$ cat config.mk
export PLATFORM = sky130hd
export DESIGN_NAME = pci_burst_initiator
export DESIGN_NICKNAME = d
export VERILOG_FILES = /design/src/rtl/pbi_pkg.sv /design/src/rtl/pbi_claim_timer.sv /design/src/rtl/pbi_rd_buffer.sv /design/src/rtl/pci_burst_initiator.sv
export SDC_FILE = /design/constraint.sdc
export NUM_CORES = 1
export LEC_CHECK = 0
export BUFFER_PORTS_ARGS = -buffer_cell sky130_fd_sc_hd__buf_2
export CORE_MARGIN = 3
export CORE_UTILIZATION = 50
export DETAILED_ROUTE_END_ITERATION = 10
export GPL_TIMING_DRIVEN = 0
export PLACE_DENSITY = 0.75
export REMOVE_ABC_BUFFERS = 1
export SYNTH_ARGS = -nofsm -noshare
export SYNTH_HDL_FRONTEND = slang
export SYNTH_HIERARCHICAL = 1
export SYNTH_SLANG_ARGS = --single-unit
$ cat constraint.sdc
create_clock -name clk -period 3.8 [get_ports clk]
set_clock_uncertainty 0.15 [all_clocks]
set_input_delay 0.76 -clock clk [delete_from_list [all_inputs] [get_ports clk]]
set_output_delay 0.76 -clock clk [all_outputs]
set_load 0.05 [all_outputs]
$ cat src/rtl/pbi_pkg.sv
package pbi_pkg;

  typedef enum logic [2:0] {
    ST_IDLE,
    ST_ADDR,
    ST_DATA,
    ST_END,
    ST_TURN
  } seq_state_t;

  typedef enum logic [1:0] {
    END_OK    = 2'd0,
    END_DISC  = 2'd1,
    END_ABORT = 2'd2
  } end_code_t;

  localparam logic [3:0] CMD_MEM_RD = 4'h6;
  localparam logic [3:0] CMD_MEM_WR = 4'h7;

endpackage

$ cat src/rtl/pbi_claim_timer.sv
// Counts data-phase cycles since the address phase and flags expiry
// when no target has claimed the transaction within ABORT_CLKS cycles.
module pbi_claim_timer #(
  parameter int ABORT_CLKS = 4
) (
  input  logic clk,
  input  logic rst_n,
  input  logic start,
  input  logic active,
  input  logic devsel,
  output logic expire,
  output logic claimed
);
  localparam int AGE_W = $clog2(ABORT_CLKS + 1);

  logic [AGE_W-1:0] age_q;
  logic             claimed_q;

  always_ff @(posedge clk) begin
    if (!rst_n) begin
      age_q     <= '0;
      claimed_q <= 1'b0;
    end else if (start) begin
      age_q     <= AGE_W'(1);
      claimed_q <= 1'b0;
    end else if (active) begin
      if (devsel) claimed_q <= 1'b1;
      if (age_q != AGE_W'(ABORT_CLKS)) age_q <= age_q + AGE_W'(1);
    end
  end

  assign expire  = active && !claimed_q && !devsel && (age_q == AGE_W'(ABORT_CLKS));
  assign claimed = claimed_q;
endmodule

$ cat src/rtl/pbi_rd_buffer.sv
// Small ring buffer between bus read completions and the read stream.
module pbi_rd_buffer #(
  parameter int W     = 32,
  parameter int DEPTH = 2
) (
  input  logic                         clk,
  input  logic                         rst_n,
  input  logic                         push,
  input  logic [W-1:0]                 push_data,
  input  logic                         pop_ready,
  output logic                         out_valid,
  output logic [W-1:0]                 out_data,
  output logic [$clog2(DEPTH+1)-1:0]   count,
  output logic [$clog2(DEPTH+1)-1:0]   count_next
);
  localparam int PW = (DEPTH > 1) ? $clog2(DEPTH) : 1;
  localparam int CW = $clog2(DEPTH + 1);

  logic [W-1:0]  mem_q [DEPTH];
  logic [PW-1:0] wr_ptr_q, rd_ptr_q;
  logic [CW-1:0] cnt_q;
  logic          pop;

  function automatic logic [PW-1:0] ptr_inc(input logic [PW-1:0] p);
    return (p == PW'(DEPTH - 1)) ? '0 : p + PW'(1);
  endfunction

  assign out_valid  = (cnt_q != '0);
  assign out_data   = mem_q[rd_ptr_q];
  assign pop        = out_valid && pop_ready;
  assign count      = cnt_q;
  assign count_next = cnt_q + CW'(push) - CW'(pop);

  always_ff @(posedge clk) begin
    if (!rst_n) begin
      wr_ptr_q <= '0;
      rd_ptr_q <= '0;
      cnt_q    <= '0;
    end else begin
      if (push) begin
        mem_q[wr_ptr_q] <= push_data;
        wr_ptr_q        <= ptr_inc(wr_ptr_q);
      end
      if (pop) rd_ptr_q <= ptr_inc(rd_ptr_q);
      cnt_q <= count_next;
    end
  end
endmodule

$ cat src/rtl/pci_burst_initiator.sv
module pci_burst_initiator
  import pbi_pkg::*;
#(
  parameter  int AD_W       = 32,
  parameter  int MAX_BURST  = 16,
  parameter  int ABORT_CLKS = 4,
  parameter  int RD_DEPTH   = 2,
  localparam int BE_W       = AD_W / 8,
  localparam int LEN_W      = $clog2(MAX_BURST + 1)
) (
  input  logic              clk,
  input  logic              rst_n,
  input  logic              req_valid,
  output logic              req_ready,
  input  logic              req_write,
  input  logic [AD_W-1:0]   req_addr,
  input  logic [LEN_W-1:0]  req_len,
  input  logic [BE_W-1:0]   req_be,
  input  logic              wr_valid,
  output logic              wr_ready,
  input  logic [AD_W-1:0]   wr_data,
  input  logic [BE_W-1:0]   wr_be,
  output logic              rd_valid,
  input  logic              rd_ready,
  output logic [AD_W-1:0]   rd_data,
  output logic              done_valid,
  output logic [1:0]        done_status,
  output logic [LEN_W-1:0]  done_count,
  output logic              bus_frame,
  output logic              bus_irdy,
  output logic [AD_W-1:0]   bus_ad_out,
  output logic              bus_ad_oe,
  output logic [BE_W-1:0]   bus_cbe,
  output logic              bus_cbe_oe,
  input  logic [AD_W-1:0]   bus_ad_in,
  input  logic              bus_devsel,
  input  logic              bus_trdy,
  input  logic              bus_stop
);
  localparam int CW = $clog2(RD_DEPTH + 1);

  seq_state_t       state_q;
  end_code_t        code_q;
  logic             frame_q, irdy_q, ad_oe_q, cbe_oe_q, is_wr_q;
  logic [AD_W-1:0]  ad_q;
  logic [BE_W-1:0]  cbe_q, rd_be_q;
  logic [LEN_W-1:0] len_q, issued_q, done_cnt_q;

  logic in_data, xfer, stop_seen, last_done, expire, claimed;
  logic slot_open, more, space_ok, load, final_load;
  logic abort_beat, turn_hold, rd_push;
  logic [AD_W-1:0] rd_push_data;
  logic [CW-1:0]   rd_cnt, rd_cnt_next;

  pbi_claim_timer #(.ABORT_CLKS(ABORT_CLKS)) u_timer (
    .clk     (clk),
    .rst_n   (rst_n),
    .start   (state_q == ST_ADDR),
    .active  (in_data),
    .devsel  (bus_devsel),
    .expire  (expire),
    .claimed (claimed)
  );

  pbi_rd_buffer #(.W(AD_W), .DEPTH(RD_DEPTH)) u_rdbuf (
    .clk        (clk),
    .rst_n      (rst_n),
    .push       (rd_push),
    .push_data  (rd_push_data),
    .pop_ready  (rd_ready),
    .out_valid  (rd_valid),
    .out_data   (rd_data),
    .count      (rd_cnt),
    .count_next (rd_cnt_next)
  );

  // Bus phase decode
  assign in_data    = (state_q == ST_DATA);
  assign xfer       = in_data && irdy_q && bus_trdy;
  assign stop_seen  = in_data && bus_stop && (bus_devsel || claimed);
  assign last_done  = xfer && !frame_q;

  // Next data-phase slot: free after the address phase, while no phase is
  // pending, or as the pending one completes; never while the burst ends.
  assign slot_open  = (state_q == ST_ADDR) ||
                      (in_data && (!irdy_q || xfer) && !(expire || stop_seen || last_done));
  assign more       = (issued_q < len_q);
  assign space_ok   = (rd_cnt_next < CW'(RD_DEPTH));
  assign load       = slot_open && more && (is_wr_q ? wr_valid : space_ok);
  assign final_load = load && ((issued_q + LEN_W'(1)) == len_q);
  assign wr_ready   = slot_open && more && is_wr_q;

  // Read buffer feed; an aborted read yields one all-ones word
  assign abort_beat   = (state_q == ST_TURN) && (code_q == END_ABORT) && !is_wr_q &&
                        (rd_cnt < CW'(RD_DEPTH));
  assign turn_hold    = (state_q == ST_TURN) && (code_q == END_ABORT) && !is_wr_q &&
                        !(rd_cnt < CW'(RD_DEPTH));
  assign rd_push      = (xfer && !is_wr_q) || abort_beat;
  assign rd_push_data = abort_beat ? {AD_W{1'b1}} : bus_ad_in;

  always_ff @(posedge clk) begin
    if (!rst_n) begin
      state_q    <= ST_IDLE;
      code_q     <= END_OK;
      frame_q    <= 1'b0;
      irdy_q     <= 1'b0;
      ad_oe_q    <= 1'b0;
      cbe_oe_q   <= 1'b0;
      is_wr_q    <= 1'b0;
      ad_q       <= '0;
      cbe_q      <= '0;
      rd_be_q    <= '0;
      len_q      <= '0;
      issued_q   <= '0;
      done_cnt_q <= '0;
    end else begin
      unique case (state_q)
        ST_IDLE: begin
          if (req_valid) begin
            state_q    <= ST_ADDR;
            frame_q    <= 1'b1;
            ad_q       <= req_addr;
            cbe_q      <= BE_W'(req_write ? CMD_MEM_WR : CMD_MEM_RD);
            ad_oe_q    <= 1'b1;
            cbe_oe_q   <= 1'b1;
            is_wr_q    <= req_write;
            rd_be_q    <= req_be;
            len_q      <= (req_len == '0) ? LEN_W'(1) : req_len;
            issued_q   <= '0;
            done_cnt_q <= '0;
            code_q     <= END_OK;
          end
        end
        ST_ADDR, ST_DATA: begin
          if (state_q == ST_ADDR) begin
            state_q <= ST_DATA;
            if (!is_wr_q) ad_oe_q <= 1'b0;
          end
          if (xfer) done_cnt_q <= done_cnt_q + LEN_W'(1);
          if (expire || stop_seen) begin
            code_q  <= expire ? END_ABORT : END_DISC;
            frame_q <= 1'b0;
            if (frame_q) begin
              state_q <= ST_END;
              irdy_q  <= 1'b1;
            end else begin
              state_q  <= ST_TURN;
              irdy_q   <= 1'b0;
              ad_oe_q  <= 1'b0;
              cbe_oe_q <= 1'b0;
            end
          end else if (last_done) begin
            state_q  <= ST_TURN;
            irdy_q   <= 1'b0;
            ad_oe_q  <= 1'b0;
            cbe_oe_q <= 1'b0;
          end else if (load) begin
            irdy_q   <= 1'b1;
            issued_q <= issued_q + LEN_W'(1);
            cbe_q    <= is_wr_q ? wr_be : rd_be_q;
            if (is_wr_q) ad_q <= wr_data;
            if (final_load) frame_q <= 1'b0;
          end else if (xfer) begin
            irdy_q <= 1'b0;
          end
        end
        ST_END: begin
          state_q  <= ST_TURN;
          irdy_q   <= 1'b0;
          ad_oe_q  <= 1'b0;
          cbe_oe_q <= 1'b0;
        end
        ST_TURN: begin
          if (!turn_hold) state_q <= ST_IDLE;
        end
        default: state_q <= ST_IDLE;
      endcase
    end
  end

  assign req_ready   = (state_q == ST_IDLE);
  assign done_valid  = (state_q == ST_TURN) && !turn_hold;
  assign done_status = code_q;
  assign done_count  = done_cnt_q;
  assign bus_frame   = frame_q;
  assign bus_irdy    = irdy_q;
  assign bus_ad_out  = ad_q;
  assign bus_ad_oe   = ad_oe_q;
  assign bus_cbe     = cbe_q;
  assign bus_cbe_oe  = cbe_oe_q;
endmodule

==> out/results.ini <==
[cells_and_area]
antenna_cells=0
final-seq-area_sq_um=3410
final_layout_size_suffix_gt1_share_pct=41.5
final_nets=913
syn2layout_area_growth_pct=28.2
fin_util_pct=67.0
filler_cell_count=949
multi_input_area_sq_um=2820
fin_cells=965

[yosys]
yosys.area_share.simple_pct=15.8
syn_avg_cell_area_sq_um=10.8
yosysMostFrequentCell=dfxtp_1
yosys_most_used_dff=dfxtp_1
ys_seq_area_share_pct=52.9
synth_cells=595
synth-async-reset-ratio_pct=0
synth-seq-cells=138
synth_top_family_by_area=simple AND/OR/NAND/NOR gates
synth_cell_types=57
netlist_top_cells_area=edfxtp_1 (30%), dfxtp_1 (23%), mux2_4 (7.0%)
synthMuxAreaShare_pct=8.62
yosys_warnings=6
synth_common_cells=dfxtp_1 (74), nand2_1 (68), edfxtp_1 (64), nand3_1 (38), or2_2 (35)
synth_top_area_share_pct=29.9
synth_area_sq_um=6430
synth_fa_ha_area_share_pct=2.14
synth_top_area_cell=edfxtp_1
synthXorXnorAreaFrac_pct=1.77
synth_compound_gate_area_share_pct=14.3
synth_edf_count=64

[drt]
wire_per_inst_microns=17.0
ant_nets=0
firstDrtPassIters=6
drt_wl_total_microns=16400
via_per_inst=5.56
vias=5365
drtIter0Drc=432
drc_errors=0

[die]
pin_count=201
core_area_sq_um=12300
dieArea_sq_um=14300
die-height_microns=119
std_cell_rows=40
fp.dieW_microns=119
initial_utilization_pct=52.2

[setup_path]
critPathRequiredTime_ns=2.89
critPathMaxStageDelay_ns=0.51
path_class=reg2out
cp-end-kind=output port
r2r-end=issued_q[3]
crit_chain=or3b_4, clkinv_2, nand4b_1, nor2_2, a21oi_1, a31oi_4, nor2_1, buf_2
cp_max_fo=12
ff2ff_path_depth=10
start_kind=flip-flop
cp-endpoint=wr_ready
crit_arrival_ns=2.71
cpLargestDelayFamily=simple AND/OR/NAND/NOR gates
r2r-start=state_q[1]
worst-path-buf-inv=2
startpoint=state_q[1]
path_depth=8
critical-path-slowest-cell=dfxtp_1
reg2reg_slack_ns=0.37

[global_routing]
grt-ovfl-total=0
antenna_found_initial=0
grt_first_pass_wirelength_microns=26100
grt_usage_pct=22.8
grt_pass1_vias=5338
grt_max_degree=35

[timing]
rsz0062_at_grt=no
finalCritPeriodShare_pct=95.1
hold_viol=0
slew_headroom_pct=33.9
setup_viol=0
slew_violations=0
worstMarginPinSlew_ns=0.988
fin_ws_ns=0.185
period_minus_slack_ns=3.62
clock.fmax_ghz=0.277
setup_tns_ns=0

[place]
pre_cts_ws_ns=-0.0546
gp_congestion=0.863
port_buffers=200
post-place-cells=930
hpwlAfterDp_microns=11800

[clocking]
clock_path_buffers=2
cts_root_buf=clkbuf_16
htreeDepth=4
clk_latency_ns=0.41
clk_pin_slew_ns=0.06
numClockSinks=138
cts_buffers=17
cts_tree=yes

[power]
leakage_nw=3.36
peakVddDrop_uv=265
power_density_nw_per_um2=516

[run_status]
status=finished, final reports clean

[hold_path]
hp-class=reg2reg

[flow_run]
drv_cap=0

==> routing by layer <==
layer	global-route usage (%)	vias up	routed length, microns	share of wire (%)
li1	-	2558	-	-
met1	27.6	2545	6660	40
met2	38.6	242	8250	50
met3	6.13	20	1250	7.6
met4	9.31	0	278	1.7
met5	0	-	0	0
==> worst reg2reg max path: stages (launching register included) <==
cell	delay, ns
dfxtp_1	0.51
or3b_4	0.47
o32ai_2	0.39
ha_1	0.22
xnor2_1	0.19
xnor2_1	0.14
o21ai_0	0.18
nand3_1	0.17
or3_4	0.43
or3_1	0.36
a21oi_1	0.13
==> cell type report <==
cell class | count | area share [%]
well taps | 168 | 2.55
flip-flops and latches | 138 | 41.3
inverters | 15 | 0.698
multi-input cells | 401 | 34.1
clock buffers | 19 | 5.25
repair buffers | 211 | 14.4
clock inverters | 13 | 1.73
==> power breakdown <==
group          internal [mW]  switching [mW]
logic                  0.347           0.615
registers               1.63          0.0820
clock network          0.971           0.618
total                   2.94            1.31
==> cell usage in the layout (no fill, tap or decap), types with 3 or more instances in the layout <==
master	count
ha_1	11
and2_1	3
nand3_1	38
buf_16	3
nor2b_1	4
or2_2	35
xor2_1	7
o21ai_0	11
a31oi_1	33
edfxtp_1	64
xnor2_1	6
o21a_1	3
dfxtp_1	72
nand2b_1	8
nand3b_1	3
nand4_1	4
inv_1	13
mux2_4	30
o22ai_1	3
a21oi_1	24
clkbuf_16	17
clkinv_2	3
nor3_1	4
inv_6	4
mux2i_1	7
o31a_1	3
or3_1	3
buf_2	200
nor2_1	18
a22oi_1	32
nand2_1	68
buf_4	3
mux2_2	3
==> logic make-up after synthesis <==
group	after synthesis
buf+inv	56
fa+ha+maj	11
mux	40
flops	138
simple gates	203
xor+xnor	13
compound gates	134
==> state kept, by name, indices dropped and copies added (netlist names), 2 cells and up, named ones only <==
signal and count:
bus_ad_out 32, bus_cbe 4, done_count 5, done_status 2, issued_q 5, len_q 5, rd_be_q 4, state_q 3
u_rdbuf/count 2, u_rdbuf/mem_q 64, u_timer/age_q 3
==> how the worst min path moves through the flow <==
stage | cells past startpoint | end | start | slack, ns
3_5_place_dp | 2 | rd_be_q[1] | rd_be_q[1] | 0.31
4_1_cts | 2 | rd_be_q[1] | rd_be_q[1] | 0.31
5_1_grt | 2 | rd_be_q[0] | rd_be_q[0] | 0.34
3_3_place_gp | 2 | rd_be_q[2] | rd_be_q[2] | 0.29
2_1_floorplan | 2 | rd_be_q[1] | rd_be_q[1] | 0.28
6_report | 2 | rd_be_q[2] | rd_be_q[2] | 0.31
==> through the flow <==
| step | total power, mW | cell area, sq um | hold slack [ns] |
|---|---|---|---|
| 4_1_cts | 4.29 | 8230 | 0.314 |
| 5_1_grt | 4.43 | 8250 | 0.337 |
| 2_1_floorplan | 2.38 | 6210 | 0.284 |
| 6_report | 4.26 | 8250 | 0.312 |
| 3_3_place_gp | 2.61 | 7420 | 0.292 |
| 3_5_place_dp | 2.68 | 7630 | 0.306 |
==> timing repair <==
action                     in CTS  in global routing
setup endpoints to repair       8                 12
hold buffers                    0                  0
buffers inserted                3                  0
pin swaps                       1                  0
gates resized for setup         2                  3
Note: power is estimated with default switching activity, not from simulation.
